`src/rtl/asram_pkg.sv`:
```
package asram_pkg;

    typedef enum logic [2:0] {
        ST_IDLE,
        ST_RD_ACCESS,
        ST_RD_RELEASE,
        ST_WR_ADDR,
        ST_WR_GAP,
        ST_WR_DRIVE,
        ST_WR_HOLD
    } seq_state_t;

    typedef struct packed {
        logic ce_n;
        logic we_n;
        logic oe_n;
        logic dq_oe;
        logic ready;
    } pin_ctl_t;

    localparam pin_ctl_t CTL_QUIET = '{ce_n: 1'b1, we_n: 1'b1, oe_n: 1'b1,
                                       dq_oe: 1'b0, ready: 1'b0};

    function automatic int unsigned max2(input int unsigned a, input int unsigned b);
        return (a > b) ? a : b;
    endfunction

endpackage

```
`src/rtl/asram_timer.sv`:
```
module asram_timer #(
    parameter int CNT_W = 4
) (
    input  logic             clk,
    input  logic             rst_n,
    input  logic             load,
    input  logic [CNT_W-1:0] load_val,
    output logic             expired
);

    logic [CNT_W-1:0] cnt_q;

    always_ff @(posedge clk or negedge rst_n) begin
        if (!rst_n) begin
            cnt_q <= '0;
        end else if (load) begin
            cnt_q <= load_val;
        end else if (cnt_q != '0) begin
            cnt_q <= cnt_q - 1'b1;
        end
    end

    assign expired = (cnt_q == '0);

endmodule

```
`src/rtl/asram_fsm.sv`:
```
module asram_fsm
    import asram_pkg::*;
#(
    parameter int RD_ACC_CYC  = 2,
    parameter int RD_REL_CYC  = 1,
    parameter int WR_REL_CYC  = 1,
    parameter int WR_DATA_CYC = 1,
    parameter int CNT_W       = 2
) (
    input  logic             clk,
    input  logic             rst_n,
    input  logic             req_fire,
    input  logic             req_write,
    input  logic             tmr_expired,
    output pin_ctl_t         ctl,
    output logic             tmr_load,
    output logic [CNT_W-1:0] tmr_val,
    output logic             cap_en
);

    localparam logic [CNT_W-1:0] LD_RD_ACC  = CNT_W'(RD_ACC_CYC - 1);
    localparam logic [CNT_W-1:0] LD_RD_REL  = CNT_W'(RD_REL_CYC - 1);
    localparam logic [CNT_W-1:0] LD_WR_REL  = CNT_W'(WR_REL_CYC - 1);
    localparam logic [CNT_W-1:0] LD_WR_DATA = CNT_W'(WR_DATA_CYC - 1);

    seq_state_t state_q, state_nxt;

    // state register
    always_ff @(posedge clk or negedge rst_n) begin
        if (!rst_n) begin
            state_q <= ST_IDLE;
        end else begin
            state_q <= state_nxt;
        end
    end

    // transitions
    always_comb begin
        state_nxt = state_q;
        unique case (state_q)
            ST_IDLE:       if (req_fire) state_nxt = req_write ? ST_WR_ADDR : ST_RD_ACCESS;
            ST_RD_ACCESS:  if (tmr_expired) state_nxt = ST_RD_RELEASE;
            ST_RD_RELEASE: if (tmr_expired) state_nxt = ST_IDLE;
            ST_WR_ADDR:    state_nxt = ST_WR_GAP;
            ST_WR_GAP:     if (tmr_expired) state_nxt = ST_WR_DRIVE;
            ST_WR_DRIVE:   if (tmr_expired) state_nxt = ST_WR_HOLD;
            ST_WR_HOLD:    state_nxt = ST_IDLE;
            default:       state_nxt = ST_IDLE;
        endcase
    end

    // interval timer reload on every state change
    always_comb begin
        tmr_load = (state_nxt != state_q);
        unique case (state_nxt)
            ST_RD_ACCESS:  tmr_val = LD_RD_ACC;
            ST_RD_RELEASE: tmr_val = LD_RD_REL;
            ST_WR_GAP:     tmr_val = LD_WR_REL;
            ST_WR_DRIVE:   tmr_val = LD_WR_DATA;
            default:       tmr_val = '0;
        endcase
    end

    // pin controls, decoded from the state
    always_comb begin
        ctl    = CTL_QUIET;
        cap_en = 1'b0;
        unique case (state_q)
            ST_IDLE: begin
                ctl.ready = 1'b1;
            end
            ST_RD_ACCESS: begin
                ctl.ce_n = 1'b0;
                ctl.oe_n = 1'b0;
                cap_en   = tmr_expired;
            end
            ST_RD_RELEASE: begin
            end
            ST_WR_ADDR: begin
                ctl.ce_n = 1'b0;
            end
            ST_WR_GAP: begin
                ctl.ce_n = 1'b0;
                ctl.we_n = 1'b0;
            end
            ST_WR_DRIVE: begin
                ctl.ce_n  = 1'b0;
                ctl.we_n  = 1'b0;
                ctl.dq_oe = 1'b1;
            end
            ST_WR_HOLD: begin
                ctl.ce_n  = 1'b0;
                ctl.dq_oe = 1'b1;
            end
            default: begin
            end
        endcase
    end

endmodule

```
`src/rtl/asram_rdcap.sv`:
```
module asram_rdcap #(
    parameter int DATA_W = 8
) (
    input  logic              clk,
    input  logic              rst_n,
    input  logic              cap_en,
    input  logic [DATA_W-1:0] dq_in,
    output logic              rsp_valid,
    output logic [DATA_W-1:0] rsp_rdata
);

    always_ff @(posedge clk or negedge rst_n) begin
        if (!rst_n) begin
            rsp_valid <= 1'b0;
            rsp_rdata <= '0;
        end else begin
            rsp_valid <= cap_en;
            if (cap_en) begin
                rsp_rdata <= dq_in;
            end
        end
    end

endmodule

```
`src/rtl/asram_ctrl.sv`:
```
module asram_ctrl
    import asram_pkg::*;
#(
    parameter int ADDR_W      = 17,
    parameter int DATA_W      = 8,
    parameter int RD_ACC_CYC  = 2,
    parameter int RD_REL_CYC  = 1,
    parameter int WR_REL_CYC  = 1,
    parameter int WR_DATA_CYC = 1
) (
    input  logic              clk,
    input  logic              rst_n,
    input  logic              req_valid,
    output logic              req_ready,
    input  logic              req_write,
    input  logic [ADDR_W-1:0] req_addr,
    input  logic [DATA_W-1:0] req_wdata,
    output logic              rsp_valid,
    output logic [DATA_W-1:0] rsp_rdata,
    output logic              mem_ce_n,
    output logic              mem_we_n,
    output logic              mem_oe_n,
    output logic [ADDR_W-1:0] mem_addr,
    output logic [DATA_W-1:0] mem_dq_out,
    output logic              mem_dq_oe,
    input  logic [DATA_W-1:0] mem_dq_in
);

    localparam int unsigned T_MAX = max2(max2(RD_ACC_CYC, RD_REL_CYC),
                                         max2(WR_REL_CYC, WR_DATA_CYC));
    localparam int CNT_W = (T_MAX < 2) ? 1 : $clog2(T_MAX);

    pin_ctl_t          ctl;
    logic              req_fire;
    logic              tmr_load;
    logic              tmr_expired;
    logic [CNT_W-1:0]  tmr_val;
    logic              cap_en;
    logic [ADDR_W-1:0] addr_q;
    logic [DATA_W-1:0] wdata_q;

    assign req_fire = req_valid && ctl.ready;

    always_ff @(posedge clk or negedge rst_n) begin
        if (!rst_n) begin
            addr_q  <= '0;
            wdata_q <= '0;
        end else if (req_fire) begin
            addr_q  <= req_addr;
            wdata_q <= req_wdata;
        end
    end

    asram_fsm #(
        .RD_ACC_CYC (RD_ACC_CYC),
        .RD_REL_CYC (RD_REL_CYC),
        .WR_REL_CYC (WR_REL_CYC),
        .WR_DATA_CYC(WR_DATA_CYC),
        .CNT_W      (CNT_W)
    ) u_fsm (
        .clk        (clk),
        .rst_n      (rst_n),
        .req_fire   (req_fire),
        .req_write  (req_write),
        .tmr_expired(tmr_expired),
        .ctl        (ctl),
        .tmr_load   (tmr_load),
        .tmr_val    (tmr_val),
        .cap_en     (cap_en)
    );

    asram_timer #(
        .CNT_W(CNT_W)
    ) u_timer (
        .clk     (clk),
        .rst_n   (rst_n),
        .load    (tmr_load),
        .load_val(tmr_val),
        .expired (tmr_expired)
    );

    asram_rdcap #(
        .DATA_W(DATA_W)
    ) u_rdcap (
        .clk      (clk),
        .rst_n    (rst_n),
        .cap_en   (cap_en),
        .dq_in    (mem_dq_in),
        .rsp_valid(rsp_valid),
        .rsp_rdata(rsp_rdata)
    );

    assign req_ready  = ctl.ready;
    assign mem_ce_n   = ctl.ce_n;
    assign mem_we_n   = ctl.we_n;
    assign mem_oe_n   = ctl.oe_n;
    assign mem_dq_oe  = ctl.dq_oe;
    assign mem_addr   = addr_q;
    assign mem_dq_out = wdata_q;

endmodule

```
`config.mk`:
```
export PLATFORM = sky130hd
export DESIGN_NAME = asram_ctrl
export DESIGN_NICKNAME = d
export VERILOG_FILES = /design/src/rtl/asram_pkg.sv /design/src/rtl/asram_timer.sv /design/src/rtl/asram_fsm.sv /design/src/rtl/asram_rdcap.sv /design/src/rtl/asram_ctrl.sv
export SDC_FILE = /design/constraint.sdc
export NUM_CORES = 1
export LEC_CHECK = 0
export ABC_AREA = 1
export BUFFER_PORTS_ARGS = -buffer_cell sky130_fd_sc_hd__buf_2
export CORE_MARGIN = 2
export CORE_UTILIZATION = 48
export DETAILED_ROUTE_END_ITERATION = 6
export PLACE_DENSITY = 0.88
export REMOVE_ABC_BUFFERS = 1
export SLEW_MARGIN = 30
export SYNTH_ARGS = -nofsm -noshare
export SYNTH_HDL_FRONTEND = slang
export SYNTH_SLANG_ARGS = --single-unit
```
`constraint.sdc`:
```
create_clock -name clk -period 3 [get_ports clk]
set_clock_uncertainty 0.15 [all_clocks]
set_input_delay 0.3 -clock clk [delete_from_list [all_inputs] [get_ports clk]]
set_output_delay 0.3 -clock clk [all_outputs]
set_load 0.02 [all_outputs]
```
==> flow_metrics.env <==
export IMPL_vias=1418
export IMPL_drv_slew=0
export IMPL_place_ws_ns=1.447
export IMPL_utilization_pct=71.23
export IMPL_synth_compound_area_share_pct=0.9740
export IMPL_grt_overflow=0
export IMPL_vias_per_cell=4.502
export IMPL_setup_worst_path_class="flip-flop to primary output"
export IMPL_clock_latency_ns=0.32
export IMPL_max_stage_delay_ns=0.45
export IMPL_post_route_cells_drive_above_1_share_pct=32.47
export IMPL_seq_area_frac_synth_pct=61.69
export IMPL_busiest_layer="met2"
export IMPL_worst_pin_slew_ns=0.7995
export IMPL_yosysMostFrequentCell="nand2_1"
export IMPL_crit_start="u_fsm.state_q[1]"
export IMPL_synth_top_area_share_pct=61.69
export IMPL_critPathLaunchType="flip-flop"
export IMPL_synth_top_family_by_area="simple AND/OR/NAND/NOR gates"
export IMPL_htreeDepth=2
export IMPL_synth_cell_types=18
export IMPL_power_density_nw_per_um2=1044
export IMPL_cp_cell_sequence="nand2_1 > inv_1 > nor3_1 > buf_2"
export IMPL_yosysWarningCount=0
export IMPL_relSlewSlack_pct=46.70
export IMPL_io_pins=76
export IMPL_core_area_um2=3053
export IMPL_fmax_mhz=572.8
export IMPL_area_growth_pct=41.07
export IMPL_final_setup_tns_ns=0
export IMPL_crit_required_ns=2.55
export IMPL_worstPathArrival_ns=1.30
export IMPL_die_w_um=60.67
export IMPL_gr_usage_met1_pct=23.48
export IMPL_diodes=0
export IMPL_crit_slowest_cell="dfrtp_1"
export IMPL_wl_per_cell_um=10.96
export IMPL_fin_ws_ns=1.254
export IMPL_met3_usage_pct=6.183
export IMPL_total_power_mw=2.271
export IMPL_path_delay_family="flip-flops"
export IMPL_endpoint_kind="primary output"
export IMPL_place_congestion=0.8401
export IMPL_antenna_left=0
export IMPL_synth_seq_cells=38
export IMPL_fin_cells=315
export IMPL_ys_async_sr_fraction_pct=100.0
export IMPL_postPlaceCellArea_um2=1939
export IMPL_cts_buffers=5
export IMPL_synthXorXnorAreaFrac_pct=0
export IMPL_status="completed"
export IMPL_io_buffer_count=75
export IMPL_globalRouteTotalUtil_pct=20.41
export IMPL_first_global_vias=1336
export IMPL_yosys_area_share_simple_pct=32.47
export IMPL_synthAdderAreaFrac_pct=0
export IMPL_start_util_pct=50.49
export IMPL_maxCapViolCount=0
export IMPL_cts_sinks=38
export IMPL_synth_top_cell_by_area="dfrtp_1"
export IMPL_r2r_start="u_fsm.state_q[0]"
export IMPL_routed_wl_um=3451
export IMPL_critPathMaxFanout=5
export IMPL_netlist_top_cells_area="dfrtp_1, nand2_1, inv_1"
export IMPL_nets=308
export IMPL_syn_area_per_cell_um2=8.859
export IMPL_hold_path_class="input pin to flip-flop"
export IMPL_setup_viol=0
export IMPL_grt_max_degree=39
export IMPL_min_period_ns=1.746
export IMPL_grt_first_pass_wirelength_um=5444
export IMPL_rsz0062_at_grt="no"
export IMPL_cts_setup_buffers=0
export IMPL_hold_start="mem_dq_in[0]"
export IMPL_die_area_um2=3681
export IMPL_cts_path_max_buffers=2
export IMPL_cts_tree="built"
export IMPL_period_share_pct=58.19
export IMPL_drc=0
export IMPL_rrSetupSlack_ns=1.43
export IMPL_syn_inst=174
export IMPL_finalHoldViolCount=0
export IMPL_hold_ws_ns=0.01681
export IMPL_use_met2_pct=36.56
export IMPL_dieHeight_um=60.67
export IMPL_max_vdd_ir_drop_mv=0.5343
export IMPL_synth_ff_type="dfrtp_1"
export IMPL_antenna_found_initial=0
export IMPL_netlist_area_um2=1541
export IMPL_fin_area_um2=2175
export IMPL_synth_mux_area_fraction_pct=0
export IMPL_placed_cells=289
export IMPL_critical_path_buf_inv_count=2
export IMPL_core_rowCount=20
export IMPL_leakage_nw=1.278
export IMPL_cts_resized_gates=0
export IMPL_first_pass_iters=6
export IMPL_clkTransAtPathRegs_ns=0.10
export IMPL_synth_edf_count=0
export IMPL_drtIter0Drc=51
export IMPL_cts_root_buf="clkbuf_4"
export IMPL_place_hpwl_um=2282
export IMPL_ys_top_cells_by_count="nand2_1, dfrtp_1, inv_1, nand3_1, nor2_1"
[worst register-to-register path, delay by kind of cell, from the launching register on]
family,cells,cell delay (ns)
simple gates,2,0.59
flops,1,0.44
compound gates,1,0.31
[state kept, by name (all words and copies together) (netlist names)]
| signal | flops |
|---|---|
| u_rdcap.rsp_valid | 1 |
| u_rdcap.rsp_rdata | 8 |
| u_fsm.state_q | 3 |
| u_timer.cnt_q | 1 |
| mem_addr | 17 |
| mem_dq_out | 8 |
[cell type report]
class / instances / area [um^2]
inverters: 10 / 42.54
well taps: 44 / 55.05
clock buffers: 7 / 45.04
repair buffers: 94 / 565.5
fillers: 251 / 878.3
multi-input cells: 122 / 515.5
flip-flops and latches: 38 / 950.9
[where the power goes]
part | internal (mW) | switching (mW) | leakage (nW) | total, mW
registers | 0.754 | 0.144 | 0.474 | 0.898
logic | 0.378 | 0.762 | 0.778 | 1.14
clock network | 0.0884 | 0.145 | 0.0254 | 0.233
[placed cells by master (no fill, tap or decap)]
master / count
dfrtp_1: 38
nand3_2: 1
a21oi_1: 1
nand2_2: 1
nand3_1: 3
buf_2: 75
nor2_8: 1
inv_2: 1
nand3_4: 1
inv_1: 8
nor2_4: 1
o21ai_0: 2
clkbuf_4: 5
dlygate4sd3_1: 19
nor3_1: 1
nor2_1: 3
nand2_1: 106
clkbuf_1: 2
nor2_2: 1
clkinv_4: 1
[layer usage]
metal | up-vias | routed length [um]
met5 | - | 0
met1 | 651 | 1433
li1 | 717 | -
met4 | 0 | 19
met2 | 48 | 1784
met3 | 2 | 214
[timing repair]
action / in CTS / in global routing
hold endpoints to repair: 55 / 1
setup endpoints to repair: 0 / 0
hold buffers: 18 / 1
[cell families after synthesis]
family          Yosys count
simple gates            119
flops                    38
compound gates            3
buf+inv                  14
[path summary, 6_finish.rpt]
path	end	cells after the start
max	mem_dq_oe	4
min	u_rdcap.rsp_rdata[0]	3
max reg2reg	u_fsm.state_q[1]	3
min reg2reg	u_rdcap.rsp_rdata[3]	2
max in group asynchronous	u_rdcap.rsp_valid	2
min in group asynchronous	mem_addr[2]	2
(Power assumes the default switching activity.)
